==> src/rtl/accdp_pkg.sv <==
package accdp_pkg;
  localparam int SCW = 4;
  localparam int OPW = 3;
  localparam int UNITY_CODE = 2;

  typedef enum logic [OPW-1:0] {
    OP_ADD    = 3'd0,
    OP_SUB    = 3'd1,
    OP_LOAD   = 3'd2,
    OP_ABS    = 3'd3,
    OP_AND    = 3'd4,
    OP_PASS   = 3'd5,
    OP_SATADD = 3'd6,
    OP_NOP    = 3'd7
  } aluOp_e;

  typedef struct packed {
    logic           exec;
    logic           wrEn;
    logic           useScaled;
    aluOp_e         op;
    logic           shLeft;
    logic [SCW-1:0] shAmt;
  } ctrlStrobe_t;
endpackage

==> src/rtl/accdp_ctrl.sv <==
module accdp_ctrl
  import accdp_pkg::*;
#(
  parameter int AW    = 6,
  parameter int DEPTH = 40
) (
  input  logic           instValid,
  input  logic [AW-1:0]  addrB,
  input  logic [SCW-1:0] scaleCode,
  input  logic [OPW-1:0] aluCode,
  output ctrlStrobe_t    strobe
);
  localparam logic [SCW-1:0] UNITY = SCW'(UNITY_CODE);

  always_comb begin
    strobe.exec      = instValid;
    strobe.op        = aluOp_e'(aluCode);
    strobe.wrEn      = instValid && (strobe.op != OP_NOP) && (int'(addrB) < DEPTH);
    strobe.useScaled = (strobe.op != OP_PASS) && (strobe.op != OP_NOP);
    if (scaleCode < UNITY) begin
      strobe.shLeft = 1'b1;
      strobe.shAmt  = UNITY - scaleCode;
    end else begin
      strobe.shLeft = 1'b0;
      strobe.shAmt  = scaleCode - UNITY;
    end
  end
endmodule

==> src/rtl/accdp_dpath.sv <==
module accdp_dpath
  import accdp_pkg::*;
#(
  parameter int DW    = 25,
  parameter int AW    = 6,
  parameter int DEPTH = 40
) (
  input  logic          clk,
  input  logic          rstN,
  input  ctrlStrobe_t   strobe,
  input  logic [AW-1:0] addrA,
  input  logic [AW-1:0] addrB,
  input  logic [DW-1:0] sampleIn,
  output logic [DW-1:0] resData,
  output logic          ovfN
);
  localparam logic [AW-1:0] SAMPLE_ADDR = {AW{1'b1}};
  localparam logic [DW-1:0] MAXV = {1'b0, {(DW-1){1'b1}}};
  localparam logic [DW-1:0] MINV = {1'b1, {(DW-1){1'b0}}};

  logic [DW-1:0] mem [DEPTH];
  logic [DW-1:0] rdA, rdB, scaled, back, res;
  logic [DW:0]   sumX, diffX;
  logic          sclOvf, addOvf, subOvf, aluOvf;

  // two read ports
  always_comb begin
    rdA = '0;
    rdB = '0;
    if (int'(addrA) < DEPTH)     rdA = mem[addrA];
    else if (addrA == SAMPLE_ADDR) rdA = sampleIn;
    if (int'(addrB) < DEPTH)     rdB = mem[addrB];
  end

  // scaler
  always_comb begin
    if (strobe.shLeft) begin
      scaled = rdA << strobe.shAmt;
      back   = DW'($signed(scaled) >>> strobe.shAmt);
      sclOvf = (back != rdA);
    end else begin
      scaled = DW'($signed(rdA) >>> strobe.shAmt);
      back   = rdA;
      sclOvf = 1'b0;
    end
  end

  // ALU
  always_comb begin
    sumX   = {rdB[DW-1], rdB} + {scaled[DW-1], scaled};
    diffX  = {rdB[DW-1], rdB} - {scaled[DW-1], scaled};
    addOvf = sumX[DW] ^ sumX[DW-1];
    subOvf = diffX[DW] ^ diffX[DW-1];
    aluOvf = 1'b0;
    unique case (strobe.op)
      OP_ADD:    begin res = sumX[DW-1:0];  aluOvf = addOvf; end
      OP_SUB:    begin res = diffX[DW-1:0]; aluOvf = subOvf; end
      OP_LOAD:   res = scaled;
      OP_ABS:    begin
                   res    = scaled[DW-1] ? (~scaled + 1'b1) : scaled;
                   aluOvf = (scaled == MINV);
                 end
      OP_AND:    res = rdB & scaled;
      OP_PASS:   res = rdB;
      OP_SATADD: begin
                   res    = addOvf ? (sumX[DW] ? MINV : MAXV) : sumX[DW-1:0];
                   aluOvf = addOvf;
                 end
      default:   res = rdB;
    endcase
  end

  always_ff @(posedge clk or negedge rstN) begin
    if (!rstN) begin
      resData <= '0;
      ovfN    <= 1'b1;
      for (int i = 0; i < DEPTH; i++) mem[i] <= '0;
    end else if (strobe.exec) begin
      if (strobe.op == OP_NOP) begin
        ovfN <= 1'b1;
      end else begin
        resData <= res;
        ovfN    <= !((strobe.useScaled && sclOvf) || aluOvf);
      end
      if (strobe.wrEn) mem[addrB] <= res;
    end
  end

  assert_hold_idle_R11: assert property (@(posedge clk) disable iff (!rstN)
    !strobe.exec |=> $stable(resData) && $stable(ovfN));

  assert_nop_hold_R9: assert property (@(posedge clk) disable iff (!rstN)
    (strobe.exec && strobe.op == OP_NOP) |=> $stable(resData) && ovfN);

  assert_pass_target_R7: assert property (@(posedge clk) disable iff (!rstN)
    (strobe.exec && strobe.op == OP_PASS) |=> (resData == $past(rdB)) && ovfN);

  assert_abs_sign_R6: assert property (@(posedge clk) disable iff (!rstN)
    (strobe.exec && strobe.op == OP_ABS) |=> !resData[DW-1] || !ovfN);

  assert_sat_clamp_R8: assert property (@(posedge clk) disable iff (!rstN)
    (strobe.exec && strobe.op == OP_SATADD) |=>
      ovfN || resData == MAXV || resData == MINV || $past(sclOvf));
endmodule

==> src/rtl/accum_datapath.sv <==
module accum_datapath
  import accdp_pkg::*;
#(
  parameter int DW    = 25,
  parameter int AW    = 6,
  parameter int DEPTH = 40
) (
  input  logic           clk,
  input  logic           rstN,
  input  logic           instValid,
  input  logic [AW-1:0]  addrA,
  input  logic [AW-1:0]  addrB,
  input  logic [SCW-1:0] scaleCode,
  input  logic [OPW-1:0] aluCode,
  input  logic [DW-1:0]  sampleIn,
  output logic [DW-1:0]  resData,
  output logic           ovfN
);
  ctrlStrobe_t strobe;

  accdp_ctrl #(.AW(AW), .DEPTH(DEPTH)) u_ctrl (
    .instValid (instValid),
    .addrB     (addrB),
    .scaleCode (scaleCode),
    .aluCode   (aluCode),
    .strobe    (strobe)
  );

  accdp_dpath #(.DW(DW), .AW(AW), .DEPTH(DEPTH)) u_dpath (
    .clk      (clk),
    .rstN     (rstN),
    .strobe   (strobe),
    .addrA    (addrA),
    .addrB    (addrB),
    .sampleIn (sampleIn),
    .resData  (resData),
    .ovfN     (ovfN)
  );

  assert_wb_range_R10: assert property (@(posedge clk) disable iff (!rstN)
    strobe.wrEn |-> instValid && (int'(addrB) < DEPTH));
endmodule

==> config.mk <==
export PLATFORM = sky130hd
export DESIGN_NAME = accum_datapath
export DESIGN_NICKNAME = d
export VERILOG_FILES = /design/src/rtl/accdp_pkg.sv /design/src/rtl/accdp_ctrl.sv /design/src/rtl/accdp_dpath.sv /design/src/rtl/accum_datapath.sv
export SDC_FILE = /design/constraint.sdc
export NUM_CORES = 2
export LEC_CHECK = 0
export BUFFER_PORTS_ARGS = -buffer_cell sky130_fd_sc_hd__buf_2
export CORE_MARGIN = 5
export CORE_UTILIZATION = 30
export CTS_CLUSTER_DIAMETER = 120
export DETAILED_ROUTE_END_ITERATION = 6
export SETUP_SLACK_MARGIN = 0.2
export SLEW_MARGIN = 10
export SYNTH_ARGS = -nofsm -noshare
export SYNTH_HDL_FRONTEND = slang
export SYNTH_HIERARCHICAL = 1
export SYNTH_SLANG_ARGS = --single-unit
==> constraint.sdc <==
create_clock -name clk -period 11.8 [get_ports clk]
set_input_delay 0.59 -clock clk [delete_from_list [all_inputs] [get_ports clk]]
set_output_delay 0.59 -clock clk [all_outputs]
set_load 0.005 [all_outputs]
Yosys cells after proc, flatten, opt, wreduce, memory -nomap -nowiden. Cells that the tools add are included. Widths: inputs -> output; s select.

Equal/unequal tests: 11. Mux-type cells: 21. Bitwise logic cells: 7. Shifts and indexed selects: 3. Order comparisons: 6. Add/subtract/negate cells: 5. Reductions and logical operators: 11.

Operators by type and width (count): $bwmux 1000 (1); $bmux 25 s6 (2); $mux 25 (12); $demux 25 s6 (1); $pmux 25 s6 (1); $sshr 25x4->25 (2); $add 25x25->26 (1); $sub 25x25->26 (1); $add 25x1->25 const B (1); $and 25x25->25 (1); $eq 25x25->1 const B (1); $ne 25x25->1 (1); $not 25->25 (1); $shl 25x4->25 (1); $ge 7x7->1 const B (2); $not 6->7 (2); $lt 6x6->1 const B (2); $eq 3x3->1 const B (3); $lt 7x1->1 const B (1); $eq 3x2->1 const B (2); $eq 6x6->1 const B (1); $ne 3x3->1 const B (2); $logic_and 1x1->1 (5); $mux 5 (1); 13 further kinds (16).

Register bits after elaboration: 1026. Logic and storage cells: 106. Output and inout port bits: 26.

Logic depth before layout (Yosys ltp).
Word-level depth: 13. Depth in mapped cells: 35.

Modules after synthesis. The synthesis kept the hierarchy.

Modules (own cells, without submodules): accdp_dpath (cells an instance 6143, instances 1, seq. area each 25675.9 um^2, area each 61083.6 um^2); accdp_ctrl (cells an instance 24, instances 1, seq. area each 0.0 um^2, area each 181.4 um^2).

Worst setup path before layout. OpenSTA, ideal clock, no wires.

Path kind: input to register. From: in addrB[0]. To: reg u_dpath/mem[127] in the netlist's numbering. Arrival time: 7228 ps. Slack: 4507 ps. Library setup time: 65 ps. Required time: 11735 ps. Cell stages on the path: 27. Cells stage by stage: clkbuf_1 > nor3b_1 > clkbuf_1 > buf_1 > clkbuf_1 > buf_1 > clkbuf_1 > a22oi_1 > nand4_1 > nand2_1 > o21ai_0 > ha_1 > clkbuf_1 > nand2b_1 > a21oi_1 > nor4_1 > nor4b_1 > o31a_1 > o211ai_1 > a211oi_1 > nor3_1 > a2111oi_1 > clkbuf_1 > o21ai_0 > a31oi_1 > clkbuf_1 > mux2_2.

Word-level cells in the longest chain between the ends: 10.

RTL lines: from (decl) (RTL line accum_datapath.sv:12) `input logic [AW-1:0] addrB,`; $not 6->7 (implied by the code) (RTL line accdp_dpath.sv:32, accdp_dpath.sv:85); $bmux 25 s6 (RTL line accdp_dpath.sv:32) `if (int'(addrB) < DEPTH) rdB = mem[addrB];`; $mux 25 (implied by the code) (2 in a row) (RTL line accdp_dpath.sv:32); $mux 25 (RTL line accdp_dpath.sv:32); $add 25x25->26 (RTL line accdp_dpath.sv:50) `sumX = {rdB[DW-1], rdB} + {scaled[DW-1], scaled};`; $mux 25 or $xor 1x1->1 (tied branches) (RTL line accdp_dpath.sv:66, accdp_dpath.sv:52); $mux 25 (RTL line accdp_dpath.sv:66) `res = addOvf ? (sumX[DW] ? MINV : MAXV) : sumX[DW-1:0];`; $pmux 25 s6 (RTL line accdp_dpath.sv:55) `unique case (strobe.op)`; $bwmux 1000 (RTL line accdp_dpath.sv:85) `if (strobe.wrEn) mem[addrB] <= res;`; to (signal, indexed assignment) (RTL line accdp_dpath.sv:85); to (decl) (RTL line accdp_dpath.sv:21) `logic [DW-1:0] mem [DEPTH];`.

Parallel ways exist; a longest one is shown, timed or not. The select of a mux whose other input is x is not followed. A chain may end at the register's enable or synchronous reset.

Worst setup path after layout.
From: in addrA[0]. To: reg u_dpath/mem[967] in the netlist's numbering.

Word-level cells in the longest chain between the ends: 12.

RTL lines: from (decl) (RTL line accum_datapath.sv:11) `input logic [AW-1:0] addrA,`; $not 6->7 (implied by the code) (RTL line accdp_dpath.sv:30) `if (int'(addrA) < DEPTH) rdA = mem[addrA];`; $bmux 25 s6 (RTL line accdp_dpath.sv:30); $mux 25 (implied by the code) (2 in a row) (RTL line accdp_dpath.sv:30); $mux 25 (*) (RTL line accdp_dpath.sv:30); $sshr 25x4->25 or $shl 25x4->25 (tied branches) (RTL line accdp_dpath.sv:42, accdp_dpath.sv:38); $mux 25 (*) (RTL line accdp_dpath.sv:37) `if (strobe.shLeft) begin`; $add 25x25->26 or $not 25->25 (tied branches) (RTL line accdp_dpath.sv:50, accdp_dpath.sv:60); $mux 25, or another cell as far along (RTL line accdp_dpath.sv:66); $mux 25 (on tied branches) (RTL line accdp_dpath.sv:66, accdp_dpath.sv:60); $pmux 25 s6 (*) (RTL line accdp_dpath.sv:55); $bwmux 1000 (*) (RTL line accdp_dpath.sv:85).

Mark *: on every way between the ends. The rest lies on a longest branch, timed or not. The select of a mux whose other input is x is not followed.

==> results_tabular.tex <==
\begin{tabular}{lr}
\hline
Metric & Value \\
\hline
\multicolumn{2}{l}{\textbf{Pwr}} \\
Power density over the cells & 139.8 mW/mm2 \\
Relative contribution of sequential cells to total power & between 40 and 50\% \\
Combinational cell fraction of total power & 21.0\% \\
Internal power & $\sim$6500 uW \\
Static leakage & between 0.02 and 0.03 uW \\
Net switching power of the design & 3078 uW \\
Peak VDD IR & between 0.1 and 0.15 mV \\
Overall power of the completed layout & between 9000 and 10000 uW \\
Net switching fraction of the power & 32.30\% \\
Fraction of power consumed by the clock network & 37.8\% \\
\multicolumn{2}{l}{\textbf{Detailed routing}} \\
DRC violation count after routing & 0 \\
First-pass iteration count of the detailed router & 5 \\
Vias/cell & 6.141 \\
Final antenna-violating net count & 0 \\
Final routed wire length divided by cell count & 28.97 um \\
Number of violations reported at the end of detailed-routing iteration 0 & 6969 \\
Count of vias placed by the detailed router & 53770 \\
Wire length after detailed routing & 253600 um \\
\multicolumn{2}{l}{\textbf{Synthesis}} \\
List of most frequent post-synthesis cells & sky130\_fd\_sc\_hd\_\_dfrtp\_1 (1025), sky130\_fd\_sc\_hd\_\_nand2\_1 (967), sky130\_fd\_sc\_hd\_\_a22oi\_1 (501), sky130\_fd\_sc\_hd\_\_clkbuf\_1 (412), sky130\_fd\_sc\_hd\_\_mux2\_2 (390) \\
Largest area contributor in the synthesized netlist & sky130\_fd\_sc\_hd\_\_dfrtp\_1 \\
Synth warn & 6 \\
Top\_reg\_cell synth & sky130\_fd\_sc\_hd\_\_dfrtp\_1 \\
Mapped Avg Cell Area & 9.934 um2 \\
Area share of the leading cell type in the synthesized netlist & between 40\% and 50\% \\
Cell with the most instances after synthesis & sky130\_fd\_sc\_hd\_\_dfrtp\_1 \\
Synth Register Bits & 1026 \\
Syn\_nets & 6271 \\
Number of synthesized flops with an enable pin & 0 \\
Share of synthesized flip-flops with an asynchronous set or reset & between 90\% and 100\% \\
Post-synthesis instance area & 0.06127 mm2 \\
Largest cells by area after synthesis & sky130\_fd\_sc\_hd\_\_dfrtp\_1 (42\%), sky130\_fd\_sc\_hd\_\_mux2\_2 (7.2\%), sky130\_fd\_sc\_hd\_\_a22oi\_1 (6.1\%) \\
Gate count after technology mapping & 6167 \\
Share of synthesized area occupied by flip-flops and latches & 41.91\% \\
Cell variety after synth & 112 \\
\multicolumn{2}{l}{\textbf{Timing}} \\
Slew HR & 10.14\% \\
Accumulated negative setup slack & 0 ps \\
Endpoints failing hold & 0 \\
Transition at the pin with the smallest max-transition slack & 1334 ps \\
RSZ-0062 raised after global routing & false \\
Setup Viol. Count Final & 0 \\
Clock Skews & $\sim$35 ps \\
Final period utilization & 82.76\% \\
Max Slew Vio Count & 0 \\
Max Fclk & 0.1024 GHz \\
Final min period & 9766 ps \\
\multicolumn{2}{l}{\textbf{Cells and area}} \\
Layout-stage area growth over the synthesis result & 11.27\% \\
Final instance count without filler cells & 8756 \\
Summed area of non-filler cells in the final layout & roughly 0.07 mm2 \\
Ratio of cells with drive above 1 in the final layout & approximately a fifth \\
Post-layout net count & 6086 \\
\multicolumn{2}{l}{\textbf{Setup path}} \\
Delay of the slowest cell on the worst path & 820 ps \\
Kind of critical path & in2reg \\
Worst-path maximum fanout & 87 \\
CP Launch Type & primary input \\
Setup crit end kind & flop \\
Cell with the biggest individual delay on the critical path & sky130\_fd\_sc\_hd\_\_a41o\_2 \\
Data arrival, critical path & around 10000 ps \\
Critical path data required time & approximately 12000 ps \\
\multicolumn{2}{l}{\textbf{GRT}} \\
Number of antenna violations at the first check in global routing & 14 \\
Total congestion overflow after global routing & 0 \\
Pin count of the biggest net entering global routing & slightly below 200 \\
Via count of the first global-routing pass & $\sim$52000 \\
All-layer global routing usage & $\sim$23\% \\
Wire length of the first global-routing pass & between 300000 and 400000 um \\
\multicolumn{2}{l}{\textbf{Placed design}} \\
Half-perimeter wire length after detailed placement & around 170000 um \\
Post-Place Cell Area & 0.06442 mm2 \\
Gpl congestion & 0.9795 \\
Total placed cells including tap cells & between 8000 and 9000 \\
IO Port Bufs & 72 \\
\multicolumn{2}{l}{\textbf{CTS}} \\
Count of instances resized after the clock tree is built & 0 \\
Number of H-tree levels & 3 \\
Master cell of the clock root buffer & sky130\_fd\_sc\_hd\_\_clkbuf\_16 \\
Buffer depth of the longest clock path & 3 \\
Number of setup buffers added after CTS & 0 \\
Number of sinks on the clock net & 1026 \\
Hold\_buf cts & 1 \\
Clock slew at the register clock pins of the worst setup and hold paths & around 60 ps \\
Clock buffer count from CTS & 108 \\
TritonCTS clock tree & yes \\
Latest clock arrival within the worst-skew pair & just under 800 ps \\
\multicolumn{2}{l}{\textbf{Die}} \\
Die Ht & 461.9 um \\
Number of core rows & 165 \\
Die area & around 0.21 mm2 \\
Initial core utilization & 30.22\% \\
Die X-Extent & approximately 460 um \\
Number of top-level pins & 73 \\
Core Box Area & 0.2027 mm2 \\
\multicolumn{2}{l}{\textbf{Worst hold path}} \\
Hold crit path type & in2reg \\
\multicolumn{2}{l}{\textbf{Run status}} \\
Outcome & finished, final reports clean \\
\multicolumn{2}{l}{\textbf{Job}} \\
Reported max-cap violation count & 0 \\
\hline
\end{tabular}
worst max-delay path: cells and delay by family:
family                   cells  cell delay, ps
AO/OA/AOI/OAI               11            3770
adder cells (fa/ha/maj)      1             410
buffers and inverters        3            1410
multiplexers                 2            1160
AND/OR/NAND/NOR              8            2840
layer usage:
metal	global-route usage, %	vias to the layer above	part of all wire, %
li1	-	22750	-
met1	30.38	26880	39
met2	35.24	3404	44
met3	5.673	734	11
met4	11.70	10	5.7
met5	0	-	0.023
flip-flops by register name (all words and copies together) (netlist names):
name / cells
u_dpath/ovfN: 1
u_dpath/mem: 1000
u_dpath/resData: 25
worst paths after layout:
check / cells past startpoint / to / startpoint / slack [ps]
min reg2reg: 2 / u_dpath/resData[2] / u_dpath/resData[2] / 470
max in group asynchronous: 5 / u_dpath/mem[683] / rstN / 8200
min in group asynchronous: 2 / u_dpath/mem[394] / rstN / 410
max reg2reg: 23 / u_dpath/mem[967] / u_dpath/mem[806] / 2770
max: 25 / u_dpath/mem[967] / addrA[0] / 2030
min: 4 / u_dpath/resData[2] / instValid / 320
layout make-up:
class                           count  area, um2
Tap cell                         2672       3343
Antenna cell                        9      22.52
Inverter                           73      274.0
Fill cell                       20550     134600
Clock buffer                      156       3103
Timing Repair Buffer              304       2318
Clock inverter                     47      614.3
Sequential cell                  1026      25680
Multi-Input combinational cell   4469      32820
power groups by stage:
stage	logic [uW]	registers [uW]	clock network, uW
after global placement	1940	3970	0
after floorplan	1240	3920	0
final	2000	3920	3610
after CTS	1960	3920	3650
after global routing	2120	3950	3800
after detailed placement	1950	3980	0
per-stage QoR:
step	hold WS, ps	setup WS [ps]	util (%)
detailed placement	456.4	1469	31.78
floorplan	294.4	4507	-
finish	320.0	2034	33.63
CTS	258.2	2237	33.61
global placement	452.7	1513	31.76
global route	314.5	1553	33.62
logic make-up after synthesis:
family | share of synthesized area, %
AOI/OAI and AO/OA | 21.75
and+or+nand+nor | 11.23
DFF | 41.91
muxes | 17.96
buffers and inverters | 5.110
xor gates and xnor gates | 0.8435
adders and majority gates | 1.189
cells in the final DEF, fill, tap and decap left out, types with 14 or more instances in the layout:
| cell type | count |
|---|---|
| sky130_fd_sc_hd__a211oi_1 | 21 |
| sky130_fd_sc_hd__a21o_1 | 14 |
| sky130_fd_sc_hd__a21oi_1 | 141 |
| sky130_fd_sc_hd__a221oi_1 | 89 |
| sky130_fd_sc_hd__a22o_1 | 89 |
| sky130_fd_sc_hd__a22oi_1 | 501 |
| sky130_fd_sc_hd__a31oi_1 | 40 |
| sky130_fd_sc_hd__a41oi_1 | 47 |
| sky130_fd_sc_hd__and2_1 | 23 |
| sky130_fd_sc_hd__and3_1 | 18 |
| sky130_fd_sc_hd__buf_2 | 67 |
| sky130_fd_sc_hd__buf_4 | 219 |
| sky130_fd_sc_hd__clkbuf_1 | 26 |
| sky130_fd_sc_hd__clkbuf_16 | 108 |
| sky130_fd_sc_hd__clkbuf_8 | 22 |
| sky130_fd_sc_hd__clkinv_2 | 19 |
| sky130_fd_sc_hd__dfrtp_1 | 1025 |
| sky130_fd_sc_hd__ha_1 | 55 |
| sky130_fd_sc_hd__inv_1 | 66 |
| sky130_fd_sc_hd__mux2_2 | 390 |
| sky130_fd_sc_hd__mux2i_1 | 343 |
| sky130_fd_sc_hd__mux4_2 | 138 |
| sky130_fd_sc_hd__nand2_1 | 966 |
| sky130_fd_sc_hd__nand2b_1 | 22 |
| sky130_fd_sc_hd__nand3_1 | 89 |
| sky130_fd_sc_hd__nand4_1 | 98 |
| sky130_fd_sc_hd__nor2_1 | 212 |
| sky130_fd_sc_hd__nor3_1 | 35 |
| sky130_fd_sc_hd__o211ai_1 | 29 |
| sky130_fd_sc_hd__o21ai_0 | 346 |
| sky130_fd_sc_hd__o21ai_1 | 207 |
| sky130_fd_sc_hd__o21bai_1 | 14 |
| sky130_fd_sc_hd__o22ai_1 | 49 |
| sky130_fd_sc_hd__o31ai_1 | 91 |
| sky130_fd_sc_hd__o31ai_2 | 41 |
| sky130_fd_sc_hd__o32ai_1 | 14 |
| sky130_fd_sc_hd__or2_2 | 16 |
| sky130_fd_sc_hd__xnor2_1 | 48 |
Power figures use the tool's default switching activity.
